File: src/rtl/sgi_pkg.sv
package sgi_pkg;
  localparam int WORD_W   = 32;
  localparam int BE_W     = WORD_W / 8;
  localparam int ID_W     = 10;
  localparam int LIST_W   = 8;
  localparam int LIST_LSB = 16;
  localparam int SEL_LSB  = 24;

  typedef enum logic [1:0] {
    TGT_LIST   = 2'd0,
    TGT_OTHERS = 2'd1,
    TGT_SELF   = 2'd2,
    TGT_ALL    = 2'd3
  } tgt_sel_e;

  typedef struct packed {
    logic [ID_W-1:0]   id;
    logic [LIST_W-1:0] list;
    tgt_sel_e          sel;
  } sgi_fields_t;
endpackage

File: src/rtl/sgi_decode.sv
module sgi_decode
  import sgi_pkg::*;
(
  input  logic [WORD_W-1:0] word,
  input  logic [BE_W-1:0]   be,
  output sgi_fields_t       fields,
  output logic              full_word
);
  always_comb begin
    fields.id   = word[ID_W-1:0];
    fields.list = word[LIST_LSB +: LIST_W];
    fields.sel  = tgt_sel_e'(word[SEL_LSB +: 2]);
  end

  // only a store that writes every byte lane counts
  assign full_word = &be;
endmodule

File: src/rtl/sgi_target_mask.sv
module sgi_target_mask
  import sgi_pkg::*;
#(
  parameter int MAX_CPUS = 8,
  localparam int CPU_W = (MAX_CPUS > 1) ? $clog2(MAX_CPUS) : 1,
  localparam int CNT_W = $clog2(MAX_CPUS + 1)
) (
  input  tgt_sel_e            sel,
  input  logic [LIST_W-1:0]   list,
  input  logic [CPU_W-1:0]    writer,
  input  logic [CNT_W-1:0]    num_cpus,
  output logic [MAX_CPUS-1:0] mask
);
  logic [MAX_CPUS-1:0] fitted;
  logic [MAX_CPUS-1:0] writer_oh;

  for (genvar i = 0; i < MAX_CPUS; i++) begin : g_cpu
    assign fitted[i]    = (num_cpus > CNT_W'(i));
    assign writer_oh[i] = (writer == CPU_W'(i));
  end

  always_comb begin
    unique case (sel)
      TGT_LIST:   mask = list[MAX_CPUS-1:0] & fitted;
      TGT_OTHERS: mask = fitted & ~writer_oh;
      TGT_SELF:   mask = fitted & writer_oh;
      default:    mask = fitted;
    endcase
  end

  always_comb begin
    if (sel == TGT_OTHERS)
      a_r3_writer_excluded: assert ((mask & writer_oh) == '0);
    if (sel == TGT_SELF)
      a_r4_self_single: assert ($countones(mask) <= 1);
    a_r2_within_fitted: assert ((mask & ~fitted) == '0);
  end
endmodule

File: src/rtl/sgi_out_reg.sv
module sgi_out_reg
  import sgi_pkg::*;
#(
  parameter int MAX_CPUS = 8
) (
  input  logic                clk,
  input  logic                rst_n,
  input  logic                load,
  input  logic [ID_W-1:0]     in_id,
  input  logic [MAX_CPUS-1:0] in_mask,
  output logic                can_take,
  output logic                out_valid,
  input  logic                out_ready,
  output logic [ID_W-1:0]     out_id,
  output logic [MAX_CPUS-1:0] out_mask
);
  assign can_take = !out_valid || out_ready;

  always_ff @(posedge clk) begin
    if (!rst_n) begin
      out_valid <= 1'b0;
      out_id    <= '0;
      out_mask  <= '0;
    end else if (load) begin
      out_valid <= 1'b1;
      out_id    <= in_id;
      out_mask  <= in_mask;
    end else if (out_ready) begin
      out_valid <= 1'b0;
    end
  end

  a_r9_hold_valid: assert property (@(posedge clk) disable iff (!rst_n)
    out_valid && !out_ready |=> out_valid);
  a_r9_hold_payload: assert property (@(posedge clk) disable iff (!rst_n)
    out_valid && !out_ready |=> $stable(out_id) && $stable(out_mask));
  a_r7_mask_nonempty: assert property (@(posedge clk) disable iff (!rst_n)
    out_valid |-> out_mask != '0);
endmodule

File: src/rtl/sgi_dispatch.sv
module sgi_dispatch
  import sgi_pkg::*;
#(
  parameter int MAX_CPUS = 8,
  localparam int CPU_W = (MAX_CPUS > 1) ? $clog2(MAX_CPUS) : 1,
  localparam int CNT_W = $clog2(MAX_CPUS + 1)
) (
  input  logic                clk,
  input  logic                rst_n,
  input  logic                wr_valid,
  output logic                wr_ready,
  input  logic [WORD_W-1:0]   wr_data,
  input  logic [BE_W-1:0]     wr_be,
  input  logic [CPU_W-1:0]    wr_cpu_id,
  input  logic [CNT_W-1:0]    num_cpus,
  output logic                sgi_valid,
  input  logic                sgi_ready,
  output logic [ID_W-1:0]     sgi_id,
  output logic [MAX_CPUS-1:0] sgi_mask
);
  sgi_fields_t         fields;
  logic                full_word;
  logic [MAX_CPUS-1:0] tgt_mask;
  logic                fire;
  logic                load;

  sgi_decode u_decode (
    .word      (wr_data),
    .be        (wr_be),
    .fields    (fields),
    .full_word (full_word)
  );

  sgi_target_mask #(.MAX_CPUS(MAX_CPUS)) u_mask (
    .sel      (fields.sel),
    .list     (fields.list),
    .writer   (wr_cpu_id),
    .num_cpus (num_cpus),
    .mask     (tgt_mask)
  );

  assign fire = wr_valid && wr_ready;
  assign load = fire && full_word && (tgt_mask != '0);

  sgi_out_reg #(.MAX_CPUS(MAX_CPUS)) u_out (
    .clk       (clk),
    .rst_n     (rst_n),
    .load      (load),
    .in_id     (fields.id),
    .in_mask   (tgt_mask),
    .can_take  (wr_ready),
    .out_valid (sgi_valid),
    .out_ready (sgi_ready),
    .out_id    (sgi_id),
    .out_mask  (sgi_mask)
  );

  a_r8_next_cycle: assert property (@(posedge clk) disable iff (!rst_n)
    fire && full_word && (tgt_mask != '0) |=> sgi_valid);
  a_r6_partial_dropped: assert property (@(posedge clk) disable iff (!rst_n)
    fire && !full_word && sgi_ready |=> !sgi_valid);
  a_r8_single_pulse: assert property (@(posedge clk) disable iff (!rst_n)
    sgi_valid && sgi_ready && !fire |=> !sgi_valid);
  a_r1_id_carried: assert property (@(posedge clk) disable iff (!rst_n)
    load |=> sgi_id == $past(wr_data[ID_W-1:0]));
endmodule

File: config.mk
export PLATFORM = sky130hd
export DESIGN_NAME = sgi_dispatch
export DESIGN_NICKNAME = d
export VERILOG_FILES = /design/src/rtl/sgi_pkg.sv /design/src/rtl/sgi_decode.sv /design/src/rtl/sgi_target_mask.sv /design/src/rtl/sgi_out_reg.sv /design/src/rtl/sgi_dispatch.sv
export SDC_FILE = /design/constraint.sdc
export NUM_CORES = 1
export LEC_CHECK = 0
export CAP_MARGIN = 10
export CORE_MARGIN = 4
export CORE_UTILIZATION = 33
export CTS_CLUSTER_SIZE = 40
export DETAILED_ROUTE_END_ITERATION = 16
export GPL_TIMING_DRIVEN = 0
export PLACE_DENSITY = 0.82
export SYNTH_ARGS = -nofsm -noshare
export SYNTH_HDL_FRONTEND = slang
export SYNTH_SLANG_ARGS = --single-unit
File: constraint.sdc
create_clock -name clk -period 2.4 [get_ports clk]
set_input_delay 0.36 -clock clk [delete_from_list [all_inputs] [get_ports clk]]
set_output_delay 0.36 -clock clk [all_outputs]
set_load 0.02 [all_outputs]
After elaboration in Yosys (flattened, before gate mapping)
Cells that the tools add are included.
{"block": "word_totals", "word_cells": 37, "ramBits": 0, "n_memories": 0, "latchBits": 0, "regBits": 19, "mem_bits_ro": 0}
{"block": "op_classes", "muxes": 3, "eq_ne": 9, "magnitude_cmp": 8, "div": 0, "n_addsub": 0, "n_shift": 0, "mul": 0, "bitwise_logic": 4, "reduce_logical": 10}
{"op": "$and A8 B8 Y8", "n": 3}
{"op": "$pmux W8 S3", "n": 1}
{"op": "$gt A4 B3 Y1 const B", "n": 4}
{"op": "$eq A3 B3 Y1 const B", "n": 4}
{"op": "$gt A4 B1 Y1 const B", "n": 2}
{"op": "$gt A4 B2 Y1 const B", "n": 2}
{"op": "$not A8 Y8", "n": 1}
{"op": "$reduce_bool A8 Y1", "n": 1}
{"op": "$eq A3 B2 Y1 const B", "n": 2}
{"op": "$reduce_and A4 Y1", "n": 1}
{"op": "$eq A3 B1 Y1 const B", "n": 1}
{"op": "$logic_and A1 B1 Y1", "n": 3}
{"op": "$logic_not A3 Y1", "n": 1}
{"op": "$eq A2 B1 Y1 const B", "n": 1}
{"op": "$eq A2 B2 Y1 const B", "n": 1}
{"op": "$logic_not A2 Y1", "n": 1}
{"op": "$mux W1", "n": 2}
{"op": "$reduce_bool A2 Y1", "n": 1}
{"op": "$logic_not A1 Y1", "n": 1}
{"op": "$logic_or A1 B1 Y1", "n": 1}

Depth between registers and ports, before layout
{"block": "depth", "word_depth": 7, "depth_mapped": 9, "mapped_depth_nobuf": 8}

By module
From an unflattened synthesis, not the netlist that was laid out.
{"block": "unflattened", "cells_unflattened": 138, "area_unflattened_um2": 1267.5}
{"mod": "sgi_out_reg", "seq_area_each_um2": 380.4, "area_each_um2": 725.7, "instances": 1, "cells_per_inst": 61}
{"mod": "sgi_target_mask", "seq_area_each_um2": 0.0, "area_each_um2": 360.3, "instances": 1, "cells_per_inst": 52}
{"mod": "sgi_decode", "seq_area_each_um2": 0.0, "area_each_um2": 158.9, "instances": 1, "cells_per_inst": 21}
{"mod": "sgi_dispatch", "seq_area_each_um2": 0.0, "area_each_um2": 22.5, "instances": 1, "cells_per_inst": 4}

Worst setup path before layout
OpenSTA, ideal clock, no wires.
{"block": "synth_path", "path_type": "input port to flip-flop", "startpoint": "input wr_data[24]", "endpoint": "register u_out.out_valid", "stages": 9, "t_arrival_ps": 2129, "slack_ps": 156, "setup_time_ps": 115, "path_cell_list": "inv_1 -> ha_1 -> nor3_1 -> mux2_1 -> o22ai_2 -> nor3b_4 -> a21oi_4 -> buf_6 -> o21a_1"}
{"block": "synth_between", "elab_chain_cells": 5, "word_cells_on_any_way": 8, "cone_classes": "2 x eq/ne; 2 x mux; 4 x reduce/logical"}
{"element": "from (decl)", "line_no": "sgi_dispatch.sv:12", "source": "input logic [WORD_W-1:0] wr_data,"}
{"element": "$eq A2 B2 Y1, or another cell as far along"}
{"element": "$pmux W8 S3 (*)", "line_no": "sgi_target_mask.sv:23", "source": "unique case (sel)"}
{"element": "$reduce_bool A8 Y1 (*)", "line_no": "sgi_dispatch.sv:43", "source": "assign load = fire && full_word && (tgt_mask != '0);"}
{"element": "$logic_and A1 B1 Y1 (*)", "line_no": "sgi_dispatch.sv:43"}
{"element": "$mux W1 / $reduce_bool A2 Y1 (equally long branches)"}
{"element": "to (signal assigned)", "line_no": "sgi_out_reg.sv:21", "source": "out_valid <= 1'b0;"}
{"element": "to (signal assigned)", "line_no": "sgi_out_reg.sv:25", "source": "out_valid <= 1'b1;"}
{"element": "to (signal assigned)", "line_no": "sgi_out_reg.sv:29", "source": "out_valid <= 1'b0;"}
{"element": "to (decl)", "line_no": "sgi_out_reg.sv:12", "source": "output logic out_valid,"}
Mark *: on every way between the ends. The rest lies on a longest branch, timed or not.
A chain may end at the register's enable or synchronous reset.

Worst setup path after layout
{"block": "layout_path", "startpoint": "input num_cpus[3]", "endpoint": "register u_out.out_valid"}
{"block": "layout_between", "elab_chain_cells": 6, "word_cells_on_any_way": 16, "cone_classes": "8 x order compare; 2 x mux; 3 x bitwise; 3 x reduce/logical"}
{"element": "from (decl)", "line_no": "sgi_dispatch.sv:15", "source": "input logic [CNT_W-1:0] num_cpus,"}
{"element": "$gt A4 B1 Y1, or another cell as far along", "line_no": "sgi_target_mask.sv:18", "source": "assign fitted[i] = (num_cpus > CNT_W'(i));"}
{"element": "$and A8 B8 Y8, on equally long branches", "line_no": "sgi_target_mask.sv:26, sgi_target_mask.sv:24, sgi_target_mask.sv:25"}
{"element": "$pmux W8 S3 (*)", "line_no": "sgi_target_mask.sv:23"}
{"element": "$reduce_bool A8 Y1 (*)", "line_no": "sgi_dispatch.sv:43"}
{"element": "$logic_and A1 B1 Y1 (*)", "line_no": "sgi_dispatch.sv:43"}
{"element": "$mux W1 / $reduce_bool A2 Y1 (equally long branches)"}
Marks and branches as above.

==> out/results.txt <==
The type of the worst setup path was in -> reg. Hold is met by 0.4619 ns. Setup repair after global routing left no endpoint under its margin. The logs give 0.004411 mm2 for the total die area and 1 for the number of H-tree levels. Counting distinct cell types in the post-synthesis netlist gives 36.

The depth of the most critical reg-to-reg path was 5. The run gives 0.29 ns as the clock latency reported for the late side of the worst-skew pair. In this run the horizontal extent of the chip is 66.42 um. For this design the total switching power over the nets is 184.8 uW. Leaving out fill and tap cells, the most frequent cell in the layout is sky130_fd_sc_hd__clkdlybuf4s50_1. The arrival time at the worst endpoint is 2.28 ns, and the total core area is 0.003153 mm2. The number of clock sinks was 19; the post-detailed-route via-to-cell ratio was 4.872. Setup violations remaining at the end of the flow were counted as 0. The power share of the combinational group is 0.299. Share of total power in sequential cells: 0.475. The worst setup path is captured at a flip-flop. TritonCTS built the clock tree.

The min-delay analysis places its worst path in the category reg -> reg. The internal power of the cells totals 493.0 uW. The number of max-slew violations in the final report was 0; the DRC marker count from the first detailed-route iteration was 49. The top-area cell type share of the netlist area was 0.3378.

For this design the static power due to leakage is 0.0006935 uW. Summing over every cut layer, the via total after detailed routing is 1140. The run gives 0.3378 as the sequential area share after synthesis. The layout overhead on the synthesized area is 61.89%. After detailed routing, the number of remaining DRC violations is 0. Final non-filler cell area: 0.001823 mm2. The mean routed wirelength per cell is 13.21 um, and the worst-path maximum fanout is 7. The worst max-slew margin expressed relative to the limit is 0.7059. The global route total overflow was 0. The number of buffer cells added on primary ports was 51.

The time the final worst path needs with I/O delays and setup works out to 2.092 ns. The run finished with clean final reports. STA puts the critical path data required time at 2.59 ns. After detailed placement, the total cell area comes to 0.001692 mm2. After legalization and detailed placement, the total HPWL measured 2.248 mm. Yosys printed 0 warnings.

Counting every instance in the synthesized netlist gives 129. The summed instance area of the synthesized netlist was 0.001126 mm2; the total wire length was 3.092 mm. The first global-routing pass estimated 4.788 mm of wire. Excluding fillers, the count of instances in the completed layout stands at 234. Adding up every negative setup slack in the final design gives 0 ns.

The logs give 0 for the number of antenna-violating nets in the routed design and 1101 for the number of global-route vias before repair. The average instance area after synthesis was 8.729 um2; the cell total after placement was 224. The global routing usage summed across all routing layers is 0.1363. The clock slew seen by the registers of the worst setup and hold paths works out to 0.10 ns. Derived from the worst setup path, the maximum achievable clock frequency is 477.9 MHz. For this design the top-level I/O count stands at 67.

After clock tree synthesis, the flow added hold-fix buffers numbering 0. 0 antenna diodes ended up in the layout. Final-report hold violation count: 0. The run gives 0.227 as the part of the power in the clock network.

The clock passes through at most 2 buffers. The startpoint identified for the worst register-to-register timing path is u_out.out_valid. After synthesis the netlist holds a flip-flop and latch count of 19. The overall power was 677.8 uW. The pin count of the biggest net entering global routing came out at 12. In the layout the commonest cells are sky130_fd_sc_hd__clkdlybuf4s50_1, sky130_fd_sc_hd__nand2_1, sky130_fd_sc_hd__dfxtp_1.

Dividing total power by cell area gives a power density of 371.8 mW/mm2. The slew at the pin closest to its max-slew limit is 0.4412 ns. Reg-to-reg critical path endpoint: u_out.out_id[7]. The share of cells above drive strength 1 is 0.1526, and the initial antenna violation count is 0.

The number of nets in the synthesized netlist is 179. In the final design database the tool counted 241 nets. The congestion estimate from routability-driven global placement came to 0.7739. The setup check on the worst reg-to-reg path leaves a slack of 1.06 ns. On the final layout, the worst clock skew is 0.003626 ns. The largest area contributor in the synthesized netlist was sky130_fd_sc_hd__dfxtp_1.

Sorting the synthesized cells by area gives the leading types as sky130_fd_sc_hd__dfxtp_1, sky130_fd_sc_hd__mux2i_1, sky130_fd_sc_hd__nand2_1. The first TritonRoute pass finished after 4 iterations. The worst hold path begins at u_out.out_id[1]. Row generation in the floorplan step produced 20 rows. The starting utilization of the core area is 0.3571. Overall die height: 66.42 um. Number of CTS-inserted buffers: 3. The tool flagged a number of max-cap violations equal to 0. The critical path starts at num_cpus[3]. The part of the cycle the worst path needs came out at 0.8719. VDD sags by at most 0.2407 mV. Switching power share of the total: 0.2726. The worst setup path is launched from an input port. The most critical setup path has its endpoint at u_out.out_valid. The tree is rooted in a sky130_fd_sc_hd__clkbuf_4.
## what timing repair did
item / 4_1_cts / 5_1_grt
gates resized for setup: 8 / 10
setup endpoints to repair: 19 / 17
setup buffers: 3 / 2
gates cloned: 0 / 1
pin swaps: 1 / 4
## power by group through the flow
stage,logic [uW],registers (uW),clock network (uW)
CTS,188,322,162
global route,218,322,172
detailed placement,176,329,0
floorplan,89.6,334,0
global placement,175,329,0
finish,202,322,154
## routing by layer
layer | up-vias | wire [um] | track usage | part of all wire
li1 | 586 | - | - | -
met1 | 514 | 1352 | 0.1614 | 0.44
met2 | 40 | 1508 | 0.2429 | 0.49
met3 | 0 | 231 | 0.03571 | 0.075
met4 | 0 | 0 | 0.03046 | 0
met5 | - | 0 | 0 | 0
## per-stage QoR
step / worst slack (ns) / utilization
after global placement: -0.6470 / 0.5365
final: 0.3075 / 0.5782
after global routing: 0.1985 / 0.5782
after floorplan: 0.1561 / -
after detailed placement: -0.6546 / 0.5365
after CTS: 0.003466 / 0.5615
## registers in the layout, indices dropped and copies added (netlist names)
signal / cells
u_out.out_mask: 8
u_out.out_id: 10
u_out.out_valid: 1
## worst max-delay path, stage by stage
cell	delay [ns]
sky130_fd_sc_hd__clkdlybuf4s50_1	0.51
sky130_fd_sc_hd__or3_1	0.43
sky130_fd_sc_hd__o221ai_1	0.24
sky130_fd_sc_hd__and4_2	0.33
sky130_fd_sc_hd__a21oi_4	0.09
sky130_fd_sc_hd__buf_2	0.17
sky130_fd_sc_hd__o21a_1	0.16
## final cells by class
| type | instances | area, um2 |
|---|---|---|
| fill | 301 | 1330 |
| multi-input combinational | 98 | 739.5 |
| timing repair buffer | 57 | 558.0 |
| sequential | 19 | 380.4 |
| tap | 44 | 55.05 |
| buffer | 7 | 43.79 |
| clock buffer | 3 | 22.52 |
| inverter | 5 | 18.77 |
| clock inverter | 1 | 5.005 |
## worst min-delay path by stage
stage	end	cells past startpoint
2_1_floorplan	u_out.out_id[0]	2
3_3_place_gp	u_out.out_id[9]	2
3_5_place_dp	u_out.out_id[3]	2
4_1_cts	u_out.out_id[1]	2
5_1_grt	u_out.out_mask[0]	2
6_report	u_out.out_id[1]	2
## cell usage after synthesis
library cell / number
sky130_fd_sc_hd__a21oi_4: 1
sky130_fd_sc_hd__mux2i_1: 17
sky130_fd_sc_hd__o22ai_1: 3
sky130_fd_sc_hd__nor3b_2: 1
sky130_fd_sc_hd__nor2_1: 2
sky130_fd_sc_hd__a31oi_1: 1
sky130_fd_sc_hd__nor3_1: 3
sky130_fd_sc_hd__o32ai_1: 2
sky130_fd_sc_hd__nand3_1: 3
sky130_fd_sc_hd__nand2_1: 28
sky130_fd_sc_hd__buf_2: 2
sky130_fd_sc_hd__nand4b_1: 1
sky130_fd_sc_hd__a311o_1: 1
sky130_fd_sc_hd__inv_1: 5
sky130_fd_sc_hd__nand4_1: 1
sky130_fd_sc_hd__clkbuf_1: 3
sky130_fd_sc_hd__and3_1: 1
sky130_fd_sc_hd__a21oi_1: 4
sky130_fd_sc_hd__o22ai_2: 1
sky130_fd_sc_hd__a211o_1: 1
sky130_fd_sc_hd__o21ai_0: 4
sky130_fd_sc_hd__o211ai_1: 1
sky130_fd_sc_hd__and4_1: 1
sky130_fd_sc_hd__or2_2: 1
sky130_fd_sc_hd__mux2_1: 2
sky130_fd_sc_hd__nor3b_1: 3
sky130_fd_sc_hd__o221ai_1: 3
sky130_fd_sc_hd__o21a_1: 2
sky130_fd_sc_hd__nor3b_4: 1
sky130_fd_sc_hd__a21o_1: 1
sky130_fd_sc_hd__nand3b_1: 2
sky130_fd_sc_hd__dfxtp_1: 19
sky130_fd_sc_hd__ha_1: 3
sky130_fd_sc_hd__buf_6: 2
sky130_fd_sc_hd__nand2b_1: 2
sky130_fd_sc_hd__or3_1: 1
## cell families (layout without fill, tap and decap cells)
| group | Yosys count | in the layout | synth area share |
|---|---|---|---|
| simple gates | 51 | 51 | 0.2367 |
| buf+inv | 12 | 73 | 0.05556 |
| flops | 19 | 19 | 0.3378 |
| mux | 19 | 19 | 0.1711 |
| fa+ha+maj | 3 | 3 | 0.03334 |
| compound gates | 25 | 25 | 0.1656 |
No activity file was read; power rests on OpenSTA's default activity.
